**src/rtl/cache_pkg.sv**
```systemverilog
package cache_pkg;

    typedef enum logic [2:0] {
        S_IDLE,
        S_LOOKUP,
        S_WRBACK,
        S_REFILL,
        S_MEMWR,
        S_RESPOND
    } cache_state_t;

endpackage

```
**src/rtl/cache_store.sv**
```systemverilog
module cache_store #(
    parameter int WAYS       = 2,
    parameter int SETS       = 4,
    parameter int LINE_WORDS = 4,
    parameter int DATA_W     = 32,
    parameter int TAG_W      = 26,
    parameter int WRITE_BACK = 1,
    localparam int WAY_W = (WAYS > 1) ? $clog2(WAYS) : 1,
    localparam int SET_W = (SETS > 1) ? $clog2(SETS) : 1,
    localparam int OFF_W = (LINE_WORDS > 1) ? $clog2(LINE_WORDS) : 1,
    localparam int BE_W  = DATA_W / 8
) (
    input  logic                         clk,
    input  logic                         rst_n,
    input  logic [SET_W-1:0]             rd_set,
    input  logic [OFF_W-1:0]             rd_off,
    input  logic                         wr_en,
    input  logic [WAY_W-1:0]             wr_way,
    input  logic [OFF_W-1:0]             wr_off,
    input  logic [DATA_W-1:0]            wr_data,
    input  logic [BE_W-1:0]              wr_be,
    input  logic                         fill_en,
    input  logic [TAG_W-1:0]             fill_tag,
    input  logic                         dirty_set,
    output logic [WAYS-1:0]              way_valid,
    output logic [WAYS-1:0][TAG_W-1:0]   way_tag,
    output logic [WAYS-1:0]              way_dirty,
    output logic [WAYS-1:0][DATA_W-1:0]  way_word
);

    logic [SETS-1:0]   valid_q [WAYS];
    logic [TAG_W-1:0]  tag_q   [WAYS][SETS];
    logic [DATA_W-1:0] data_q  [WAYS][SETS][LINE_WORDS];

    always_ff @(posedge clk or negedge rst_n) begin
        if (!rst_n) begin
            for (int w = 0; w < WAYS; w++) valid_q[w] <= '0;
        end else if (fill_en) begin
            valid_q[wr_way][rd_set] <= 1'b1;
        end
    end

    always_ff @(posedge clk) begin
        if (fill_en) tag_q[wr_way][rd_set] <= fill_tag;
    end

    always_ff @(posedge clk) begin
        if (wr_en) begin
            for (int b = 0; b < BE_W; b++) begin
                if (wr_be[b]) data_q[wr_way][rd_set][wr_off][8*b +: 8] <= wr_data[8*b +: 8];
            end
        end
    end

    generate
        if (WRITE_BACK != 0) begin : g_dirty
            logic [SETS-1:0] dirty_q [WAYS];
            always_ff @(posedge clk or negedge rst_n) begin
                if (!rst_n) begin
                    for (int w = 0; w < WAYS; w++) dirty_q[w] <= '0;
                end else if (fill_en) begin
                    dirty_q[wr_way][rd_set] <= 1'b0;
                end else if (dirty_set && wr_en) begin
                    dirty_q[wr_way][rd_set] <= 1'b1;
                end
            end
            always_comb begin
                for (int w = 0; w < WAYS; w++) way_dirty[w] = dirty_q[w][rd_set];
            end
        end else begin : g_nodirty
            assign way_dirty = '0;
        end
    endgenerate

    always_comb begin
        for (int w = 0; w < WAYS; w++) begin
            way_valid[w] = valid_q[w][rd_set];
            way_tag[w]   = tag_q[w][rd_set];
            way_word[w]  = data_q[w][rd_set][rd_off];
        end
    end

endmodule

```
**src/rtl/cache_lookup.sv**
```systemverilog
module cache_lookup #(
    parameter int WAYS  = 2,
    parameter int TAG_W = 26,
    localparam int WAY_W = (WAYS > 1) ? $clog2(WAYS) : 1
) (
    input  logic                       clk,
    input  logic                       rst_n,
    input  logic [WAYS-1:0]            way_valid,
    input  logic [WAYS-1:0][TAG_W-1:0] way_tag,
    input  logic [TAG_W-1:0]           req_tag,
    output logic                       hit,
    output logic [WAY_W-1:0]           hit_way
);

    logic [WAYS-1:0] match;

    generate
        for (genvar w = 0; w < WAYS; w++) begin : g_cmp
            assign match[w] = way_valid[w] && (way_tag[w] == req_tag);
        end
    endgenerate

    always_comb begin
        hit     = |match;
        hit_way = '0;
        for (int w = 0; w < WAYS; w++) begin
            if (match[w]) hit_way = WAY_W'(w);
        end
    end

    // a tag lives in at most one way of a set
    p_onehot_hit_r2: assert property (@(posedge clk) disable iff (!rst_n) $onehot0(match));

endmodule

```
**src/rtl/cache_ctrl_top.sv**
```systemverilog
module cache_ctrl_top
    import cache_pkg::*;
#(
    parameter int ADDR_W      = 32,
    parameter int DATA_W      = 32,
    parameter int WAYS        = 2,
    parameter int SETS        = 4,
    parameter int LINE_WORDS  = 4,
    parameter int WRITE_BACK  = 1,
    parameter int WRITE_ALLOC = 1,
    localparam int WAY_W = (WAYS > 1) ? $clog2(WAYS) : 1,
    localparam int SET_W = (SETS > 1) ? $clog2(SETS) : 1,
    localparam int OFF_W = (LINE_WORDS > 1) ? $clog2(LINE_WORDS) : 1,
    localparam int BE_W  = DATA_W / 8,
    localparam int TAG_W = ADDR_W - SET_W - OFF_W - 2
) (
    input  logic              clk,
    input  logic              rst_n,
    input  logic              cpu_req_valid,
    input  logic [ADDR_W-1:0] cpu_addr,
    input  logic              cpu_we,
    input  logic [DATA_W-1:0] cpu_wdata,
    input  logic [BE_W-1:0]   cpu_be,
    output logic              cpu_ready,
    output logic [DATA_W-1:0] cpu_rdata,
    input  logic [WAY_W-1:0]  victim_way,
    output logic              mem_req_valid,
    input  logic              mem_req_ready,
    output logic              mem_we,
    output logic [ADDR_W-1:0] mem_addr,
    output logic [DATA_W-1:0] mem_wdata,
    output logic [BE_W-1:0]   mem_be,
    input  logic [DATA_W-1:0] mem_rdata
);

    localparam logic [OFF_W-1:0] LAST_OFF = OFF_W'(LINE_WORDS - 1);

    cache_state_t state_q, state_d;
    logic [ADDR_W-1:0] req_addr_q;
    logic              req_we_q;
    logic [DATA_W-1:0] req_wdata_q, rdata_q, rdata_d;
    logic [BE_W-1:0]   req_be_q;
    logic [WAY_W-1:0]  way_q, way_d;
    logic [OFF_W-1:0]  cnt_q, cnt_d;

    logic [OFF_W-1:0]  req_off;
    logic [SET_W-1:0]  req_set;
    logic [TAG_W-1:0]  req_tag;
    assign req_off = req_addr_q[2 +: OFF_W];
    assign req_set = req_addr_q[2 + OFF_W +: SET_W];
    assign req_tag = req_addr_q[ADDR_W-1 -: TAG_W];

    logic mem_fire;
    assign mem_fire = mem_req_valid && mem_req_ready;

    logic [OFF_W-1:0]              st_rd_off, st_wr_off;
    logic                          st_wr_en, st_fill, st_dirty;
    logic [WAY_W-1:0]              st_wr_way;
    logic [DATA_W-1:0]             st_wr_data;
    logic [BE_W-1:0]               st_wr_be;
    logic [WAYS-1:0]               way_valid, way_dirty;
    logic [WAYS-1:0][TAG_W-1:0]    way_tag;
    logic [WAYS-1:0][DATA_W-1:0]   way_word;
    logic                          hit;
    logic [WAY_W-1:0]              hit_way;

    cache_store #(
        .WAYS(WAYS), .SETS(SETS), .LINE_WORDS(LINE_WORDS),
        .DATA_W(DATA_W), .TAG_W(TAG_W), .WRITE_BACK(WRITE_BACK)
    ) store_i (
        .clk(clk), .rst_n(rst_n),
        .rd_set(req_set), .rd_off(st_rd_off),
        .wr_en(st_wr_en), .wr_way(st_wr_way), .wr_off(st_wr_off),
        .wr_data(st_wr_data), .wr_be(st_wr_be),
        .fill_en(st_fill), .fill_tag(req_tag), .dirty_set(st_dirty),
        .way_valid(way_valid), .way_tag(way_tag),
        .way_dirty(way_dirty), .way_word(way_word)
    );

    cache_lookup #(.WAYS(WAYS), .TAG_W(TAG_W)) lookup_i (
        .clk(clk), .rst_n(rst_n),
        .way_valid(way_valid), .way_tag(way_tag), .req_tag(req_tag),
        .hit(hit), .hit_way(hit_way)
    );

    // state register
    always_ff @(posedge clk or negedge rst_n) begin
        if (!rst_n) state_q <= S_IDLE;
        else        state_q <= state_d;
    end

    always_ff @(posedge clk or negedge rst_n) begin
        if (!rst_n) begin
            req_addr_q  <= '0;
            req_we_q    <= 1'b0;
            req_wdata_q <= '0;
            req_be_q    <= '0;
            way_q       <= '0;
            cnt_q       <= '0;
            rdata_q     <= '0;
        end else begin
            if (state_q == S_IDLE && cpu_req_valid) begin
                req_addr_q  <= cpu_addr;
                req_we_q    <= cpu_we;
                req_wdata_q <= cpu_wdata;
                req_be_q    <= cpu_be;
            end
            way_q   <= way_d;
            cnt_q   <= cnt_d;
            rdata_q <= rdata_d;
        end
    end

    assign cpu_rdata = rdata_q;

    // next state and outputs
    always_comb begin
        state_d       = state_q;
        way_d         = way_q;
        cnt_d         = cnt_q;
        rdata_d       = rdata_q;
        cpu_ready     = 1'b0;
        mem_req_valid = 1'b0;
        mem_we        = 1'b0;
        mem_addr      = '0;
        mem_wdata     = '0;
        mem_be        = '0;
        st_rd_off     = req_off;
        st_wr_en      = 1'b0;
        st_wr_way     = way_q;
        st_wr_off     = req_off;
        st_wr_data    = req_wdata_q;
        st_wr_be      = req_be_q;
        st_fill       = 1'b0;
        st_dirty      = 1'b0;
        unique case (state_q)
            S_IDLE: begin
                if (cpu_req_valid) state_d = S_LOOKUP;
            end
            S_LOOKUP: begin
                if (hit) begin
                    if (!req_we_q) begin
                        rdata_d = way_word[hit_way];
                        state_d = S_RESPOND;
                    end else begin
                        st_wr_en  = 1'b1;
                        st_wr_way = hit_way;
                        st_dirty  = (WRITE_BACK != 0);
                        state_d   = (WRITE_BACK != 0) ? S_RESPOND : S_MEMWR;
                    end
                end else if (req_we_q && (WRITE_ALLOC == 0)) begin
                    state_d = S_MEMWR;
                end else begin
                    way_d = victim_way;
                    cnt_d = '0;
                    if ((WRITE_BACK != 0) && way_valid[victim_way] && way_dirty[victim_way])
                        state_d = S_WRBACK;
                    else
                        state_d = S_REFILL;
                end
            end
            S_WRBACK: begin
                st_rd_off     = cnt_q;
                mem_req_valid = 1'b1;
                mem_we        = 1'b1;
                mem_be        = '1;
                mem_addr      = {way_tag[way_q], req_set, cnt_q, 2'b00};
                mem_wdata     = way_word[way_q];
                if (mem_fire) begin
                    cnt_d = cnt_q + 1'b1;
                    if (cnt_q == LAST_OFF) state_d = S_REFILL;
                end
            end
            S_REFILL: begin
                mem_req_valid = 1'b1;
                mem_addr      = {req_tag, req_set, cnt_q, 2'b00};
                if (mem_fire) begin
                    st_wr_en   = 1'b1;
                    st_wr_off  = cnt_q;
                    st_wr_data = mem_rdata;
                    st_wr_be   = '1;
                    cnt_d      = cnt_q + 1'b1;
                    if (cnt_q == LAST_OFF) begin
                        st_fill = 1'b1;
                        state_d = S_LOOKUP;
                    end
                end
            end
            S_MEMWR: begin
                mem_req_valid = 1'b1;
                mem_we        = 1'b1;
                mem_addr      = req_addr_q;
                mem_wdata     = req_wdata_q;
                mem_be        = req_be_q;
                if (mem_fire) state_d = S_RESPOND;
            end
            S_RESPOND: begin
                cpu_ready = 1'b1;
                state_d   = S_IDLE;
            end
            default: state_d = S_IDLE;
        endcase
    end

    // a stalled memory request is held unchanged
    p_mem_hold_r11: assert property (@(posedge clk) disable iff (!rst_n)
        (mem_req_valid && !mem_req_ready) |=> (mem_req_valid && $stable(mem_addr) && $stable(mem_we)));

    // refill reads advance by one word
    p_refill_ascend_r4: assert property (@(posedge clk) disable iff (!rst_n)
        (mem_fire && !mem_we && mem_addr[2 +: OFF_W] != LAST_OFF)
        |=> (mem_addr[2 +: OFF_W] == $past(mem_addr[2 +: OFF_W]) + 1'b1));

    // the lookup after the last refill word hits
    p_fill_hits_r4: assert property (@(posedge clk) disable iff (!rst_n)
        (mem_fire && !mem_we && mem_addr[2 +: OFF_W] == LAST_OFF) |=> hit);

    // completion is a single-cycle pulse
    p_ready_pulse_r3: assert property (@(posedge clk) disable iff (!rst_n)
        cpu_ready |=> !cpu_ready);

endmodule

```
**config.mk**
```make
export PLATFORM = sky130hd
export DESIGN_NAME = cache_ctrl_top
export DESIGN_NICKNAME = d
export VERILOG_FILES = /design/src/rtl/cache_pkg.sv /design/src/rtl/cache_store.sv /design/src/rtl/cache_lookup.sv /design/src/rtl/cache_ctrl_top.sv
export SDC_FILE = /design/constraint.sdc
export NUM_CORES = 2
export LEC_CHECK = 0
export ABC_AREA = 0
export BUFFER_PORTS_ARGS = -buffer_cell sky130_fd_sc_hd__buf_2
export CELL_PAD_IN_SITES_DETAIL_PLACEMENT = 2
export CELL_PAD_IN_SITES_GLOBAL_PLACEMENT = 2
export CORE_ASPECT_RATIO = 1.1
export CORE_MARGIN = 3
export CORE_UTILIZATION = 43
export DETAILED_ROUTE_END_ITERATION = 7
export GPL_TIMING_DRIVEN = 0
export HOLD_SLACK_MARGIN = 0.03
export PLACE_DENSITY = 0.76
export SYNTH_ARGS = -nofsm -noshare
export SYNTH_HDL_FRONTEND = slang
export SYNTH_SLANG_ARGS = --single-unit
```
**constraint.sdc**
```tcl
create_clock -name clk -period 5 [get_ports clk]
set_input_delay 1 -clock clk [delete_from_list [all_inputs] [get_ports clk]]
set_output_delay 1 -clock clk [all_outputs]
set_load 0.005 [all_outputs]
```
==> Word-level counts from Yosys, hierarchy flattened <==
Memory sizes are Yosys's and may differ from the RTL's.
Index checks and enable logic that the tools add are counted.
{ "totals": {"input_bits": 106, "wordCells": 3257, "register_bits": 123, "n_memories": 2, "mem_bits_rw": 1232, "output_inout_bits": 103} }
{ "memory_table": {"columns": ["name", "depth", "word_bits", "read_ports", "rd_ports_with_merged_regs", "write_ports", "line_no", "rtl"], "rows": [
  ["store_i.data_q", 2, 512, 2, 0, 1, "cache_store.sv:33", "logic [DATA_W-1:0] data_q [WAYS][SETS][LINE_WORDS];"],
  ["store_i.tag_q", 2, 104, 2, 0, 1, "cache_store.sv:32", "logic [TAG_W-1:0] tag_q [WAYS][SETS];"]
]} }
{ "op_classes": {"eq_ne": 16, "order_cmp": 12, "reduce_logical": 21, "muxes": 1647, "n_addsub": 1, "n_bitwise": 1546} }
{ "ops": {"columns": ["op", "count"], "rows": [
  ["$mux 512", 4],
  ["$mux 1", 1569],
  ["$or 1x1->1", 1536],
  ["$demux 128 s2", 4],
  ["$mux 128", 8],
  ["$bmux 128 s2", 2],
  ["$mux 32", 11],
  ["$demux 32 s2", 4],
  ["$mux 26", 7],
  ["$bmux 32 s2", 2],
  ["$bmux 26 s2", 2],
  ["$mux 104", 1],
  ["$pmux 32 s3", 1],
  ["$pmux 32 s2", 1],
  ["$demux 26 s2", 1],
  ["$eq 26x26->1", 2],
  ["$mux 24", 1],
  ["$mux 8", 3],
  ["$mux 3", 7],
  ["$mux 16", 1],
  ["$or 8x8->8", 2],
  ["$pmux 3 s5", 1],
  ["$ne 2x2->1 const B", 7],
  ["$mux 4", 3],
  ["other kinds (33)", 63]
]} }

==> Depth between registers and ports, before layout <==
{ "logic_depth": {"ltp_word": 18, "mapped_depth": 16, "mapped_depth_nobuf": 8} }

==> Cells and area by module <==
From an unflattened synthesis, not the netlist that was laid out.
{ "hier_totals": {"cells_unflattened": 2669, "hier_area_um2": 53998.0} }
{ "modules_own_cells": {"columns": ["module", "cells_each", "instances", "area_each_um2", "seq_area_each_um2"], "rows": [
  ["cache_store", 2068, 1, 47135.2, 37395.9],
  ["cache_ctrl_top", 529, 1, 6277.3, 2677.6],
  ["cache_lookup", 72, 1, 585.6, 0.0]
]} }

==> Least setup slack after synthesis <==
OpenSTA, ideal clock, no wires.
{ "synth_path": {"path_type": "register to register", "startpoint": "register req_addr_q[4]", "endpoint": "memory store_i.tag_q[0][26] in the netlist's numbering, enable pin", "setup_time_ps": 442, "path_buffers": 5, "arrival_time_ps": 4779, "synth_period_minus_slack_ps": 5221, "required_time_ps": 4558, "path_slack_ps": -221, "path_stages_with_launch": 14, "path_cell_list": "dfrtp_1 > buf_6 > buf_6 > buf_6 > mux2i_2 > xor2_1 > o211ai_1 > a2111o_1 > nor4_4 > nand3_2 > a21o_1 > buf_4 > buf_4 > nor3_1"} }
{ "synth_via": {"elab_chain_cells": 10, "elab_cells_between_ends": 26, "classes_between": "order compare (2); eq/ne (2); mux (17); bitwise (1); reduce/logical (4)"} }
{ "synth_rtl": {"columns": ["element", "line_no", "rtl"], "rows": [
  ["from (decl)", "cache_ctrl_top.sv:39", "logic [ADDR_W-1:0] req_addr_q;"],
  ["from (signal assigned)", "cache_ctrl_top.sv:103", "req_addr_q <= cpu_addr;"],
  ["$not 2->3 (implied by the code)", "cache_store.sv:44, cache_store.sv:78", null],
  ["$bmux 26 s2", "cache_store.sv:78", "way_tag[w] = tag_q[w][rd_set];"],
  ["$mux 26 (implied by the code) (2 in a row)", "cache_store.sv:78", null],
  ["$eq 26x26->1", "cache_lookup.sv:19", "assign match[w] = way_valid[w] && (way_tag[w] == req_tag);"],
  ["$logic_and 1x1->1", "cache_lookup.sv:19", null],
  ["$mux 1", "cache_lookup.sv:27", "if (match[w]) hit_way = WAY_W'(w);"],
  ["$mux 1", "cache_ctrl_top.sv:142", "if (!req_we_q) begin"],
  ["$mux 1", "cache_ctrl_top.sv:141", "if (hit) begin"],
  ["$mux 1", "cache_ctrl_top.sv:136", "unique case (state_q)"],
  ["to (decl)", "cache_store.sv:32", null]
]} }
Several ways; a longest one is shown, not always the timed one. The select of a mux whose other input is x is not followed.

==> Worst setup path in the final report <==
{ "layout_path": {"startpoint": "register req_addr_q[4]", "endpoint": "register rdata_q[20], in the netlist cpu_rdata[20]"} }
{ "layout_via": {"elab_chain_cells": 9, "elab_cells_between_ends": 32, "classes_between": "eq/ne (2); mux (25); bitwise (1); reduce/logical (4)"} }
{ "layout_rtl": {"columns": ["element", "line_no", "rtl"], "rows": [
  ["$not 2->3 (implied by the code)", "cache_store.sv:78, cache_store.sv:79", null],
  ["$bmux 26 s2 / $bmux 128 s2 (equally long branches)", "cache_store.sv:78, cache_store.sv:79", null],
  ["$mux 26 (implied by the code) / $mux 128 (equally long branches) (2 in a row)", "cache_store.sv:78, cache_store.sv:79", null],
  ["$eq 26x26->1 / $bmux 32 s2 (equally long branches)", "cache_lookup.sv:19, cache_store.sv:79", null],
  ["$logic_and 1x1->1 / $mux 32 (equally long branches)", "cache_lookup.sv:19, cache_store.sv:79", null],
  ["$mux 1 / $mux 32 (equally long branches)", "cache_lookup.sv:27, cache_store.sv:79", null],
  ["$mux 32 (implied by the code) (2 in a row)", "cache_ctrl_top.sv:143", "rdata_d = way_word[hit_way];"],
  ["to (signal assigned)", "cache_ctrl_top.sv:110", "rdata_q <= rdata_d;"],
  ["to (decl)", "cache_ctrl_top.sv:41", "logic [DATA_W-1:0] req_wdata_q, rdata_q, rdata_d;"]
]} }
Several ways; a longest one is shown, not always the timed one. The select of a mux whose other input is x is not followed.
A chain may end at the register's enable or synchronous reset.

==> metrics <==
gpl congestion 0.911; Yosys top cell area share 0.666; vias in the first global route roughly 41000; ys flop type edfxtp_1; hpwl dp 151 mm; Starting Density 0.436; antenna violations before repair 20; Hold WS 198 ps; fin nets 3853; Clock Latency Late Sink approximately 850 ps; drt initial violations about 7000; Mapped Cells ~3100; reg-to-reg setup timing slack -420 ps; Stages on worst setup path 15; die area 134000 um^2; Wirelength per Cell 50.6 um; Met2 Routed Length about 130 mm; Setup crit start kind flop; Top Metal Used met5; Power Internal between 20 and 25 mW; failing checks max-capacitance violations, max-slew violations, negative setup slack; syn avg cell area 17.7 um^2; core area 128000 um^2; min cycle time layout 5420 ps; CP max stage cell clkbuf_1; Max Cap Viol 13; highest net fanout along the worst path 10; total gr overflow 0; reg2reg path depth 15; Setup violations, final 605; sequential area share after synthesis 0.721; global-route wire length before repair 357 mm; Slew Viols, Final roughly 200; Fmax achieved 184 MHz; Hold Crit Class input port to asynchronous set/reset pin; Worst EP arrival slightly above 6000 ps; Post-Syn Area 55500 um^2; Routed WL roughly 280 mm; CTS Buf Count 144; switch share 0.333; Psw 10.5 mW; largest net degree at the start of global routing 77; # port buffers 208; LEAKAGE 24.0 nW; measured slew at the worst slew-check pin ~1700 ps; worst setup path class flop to flop; crit-path most repeated cell buf_6; placed cells slightly above 5000; ys async rst share 0.0908; maximum vdd drop 395 uV; most frequent cells in the layout 1232 x edfxtp_1, 341 x nand2_1, 287 x mux4_2; Seq pwr share 0.424; Final Util 0.548; synthesis warning total 0; Layout Skew about 67 ps; CP peak stage delay between 800 and 900 ps; CP bufs+invs 7; area grow syn2layout 25.8%; clock group share of total power 0.369; die width between 300 and 400 um; num ports 209; 1st-pass router iterations 6; Gate power share 0.206; vias around 40000; EDFF count, synth around 1200; cell row count 137; clk slew on worst S/H paths roughly 60 ps; TritonCTS sink count around 1400; share of layout cells above drive strength 1 0.393; Final ANT Viol Nets 0; pwr dens 452 nW/um^2; Max-slew headroom -0.161; top cells by area, synth edfxtp_1 67%, mux4_2 12%, dfrtp_1 5.5%; DR vias/cell about 7.3; critical-path cell list buf_6 > buf_6 > buf_4 > buf_6 > buf_4 > mux2i_1 > xor2_1 > nand4_1 > a21oi_1 > nand3b_1 > o2bb2ai_1 > and2_1 > clkbuf_1 > clkbuf_4 > a2bb2oi_1; post-layout power 31.6 mW; Yosys reg bits 1355; fin cells 5538; delay-heaviest family, CP buffers and inverters; syn_nets ~3200; H-tree depth 4; Met3 Wirelength 33.9 mm; CTS Buffer Depth 3; fin crit share 1.08; Root Buffer clkbuf_16; residual DRC count 0; wl on met1 90.4 mm; Final Worst Setup Slack -421 ps; die height 383 um; GRT Overall Usage 0.391; crit end category flop; Netlist cell types 75; unrepaired setup endpoints after global routing true; status complete, but fails checks; biggest area consumer among synthesized cells edfxtp_1; commonest non-fill, non-tap cell in the layout edfxtp_1; CTS tree done; Hold Vio Cnt, Final 0; critical path required time 5690 ps
## layer usage
layer,track usage,up-vias
met4,0.274,20
met2,0.625,4197
met1,0.462,20900
met3,0.105,1365
li1,-,13800
met5,0,-
## worst paths after layout
check / from / end
worst max-delay path: req_addr_q[4]$_DFFE_PN0P_ / cpu_rdata[20]$_DFFE_PN0P_
worst min-delay path: rst_n / req_addr_q[16]$_DFFE_PN0P_
worst max register to register: req_addr_q[4]$_DFFE_PN0P_ / cpu_rdata[20]$_DFFE_PN0P_
worst min register to register: req_addr_q[0]$_DFFE_PN0P_ / req_addr_q[0]$_DFFE_PN0P_
max in group asynchronous: rst_n / req_wdata_q[12]$_DFFE_PN0P_
min in group clk: cpu_wdata[16] / req_wdata_q[16]$_DFFE_PN0P_
## cells in the mapped netlist (43+ instances only)
master / count
edfxtp_1: 1232
dfrtp_1: 123
buf_2: 43
a211oi_1: 65
mux2_2: 65
and2_1: 76
mux4_2: 287
nor3_1: 96
a31oi_1: 84
clkbuf_1: 125
nand2_1: 354
o21ai_0: 78
nor4_1: 49
mux2i_1: 106
## cell families (layout without fill, tap and decap cells)
group                      Yosys count  after routing  share of synthesized area
DFF                               1355           1355                      0.721
other                                0              6                          0
adders and majority gates            1              1                   0.000225
muxes                              460            460                      0.149
AOI/OAI and AO/OA                  362            362                     0.0435
buffers and inverters              247            970                     0.0206
xor gates and xnor gates            49             49                    0.00773
and+or+nand+nor                    667            667                     0.0572
## state kept, by name, indices dropped and copies added (netlist names), named ones only
| register | flops |
|---|---|
| cnt_q | 2 |
| req_addr_q | 32 |
| store_i.valid_q | 8 |
| store_i.tag_q | 208 |
| req_we_q | 1 |
| req_be_q | 4 |
| store_i.data_q | 1024 |
| state_q | 3 |
| cpu_rdata | 32 |
| req_wdata_q | 32 |
| way_q | 1 |
## what timing repair did
| item | in CTS | in global routing |
|---|---|---|
| resized for setup | 631 | 173 |
| pin swaps | 71 | 60 |
| setup endpoints to repair | 1387 | 822 |
| gates cloned | 4 | 1 |
| hold buffers | 0 | 0 |
| setup buffers | 100 | 64 |
## through the flow
stage / instance area (um^2) / setup WS (ps) / setup TNS [ps]
finish: 69900 / -421 / -59280
detailed placement: 60100 / -2630 / -1688130
global placement: 58700 / -4960 / -2529440
CTS: 68500 / -81.3 / -341
floorplan: 55600 / -221 / -11490
global route: 69900 / -407 / -36700
## power by group through the flow
stage	Sequential, mW	Combinational (mW)	Clock (mW)
2_1_floorplan	13.4	2.41	0
3_3_place_gp	13.5	4.19	0
3_5_place_dp	13.6	4.66	0
4_1_cts	13.3	5.54	11.0
5_1_grt	13.4	6.49	11.9
6_report	13.4	6.53	11.7
## worst reg2reg max path, stage by stage, from the launching register on
cell	delay (ps)
dfrtp_2	500
buf_6	140
buf_6	110
buf_4	100
buf_6	200
buf_4	350
mux2i_1	340
xor2_1	380
nand4_1	220
a21oi_1	230
nand3b_1	340
o2bb2ai_1	400
and2_1	230
clkbuf_1	850
clkbuf_4	600
a2bb2oi_1	320
## final cells by class
class,count,area (um^2)
Clock buffer,205,4070
Buffer,228,2070
Antenna cell,6,15.0
Fill cell,10900,57600
Multi-Input combinational cell,1539,16900
Sequential cell,1355,40100
Clock inverter,59,617
Inverter,12,48.8
Tap cell,1668,2090
Timing Repair Buffer,466,3970
No activity file was read; power rests on OpenSTA's default activity.
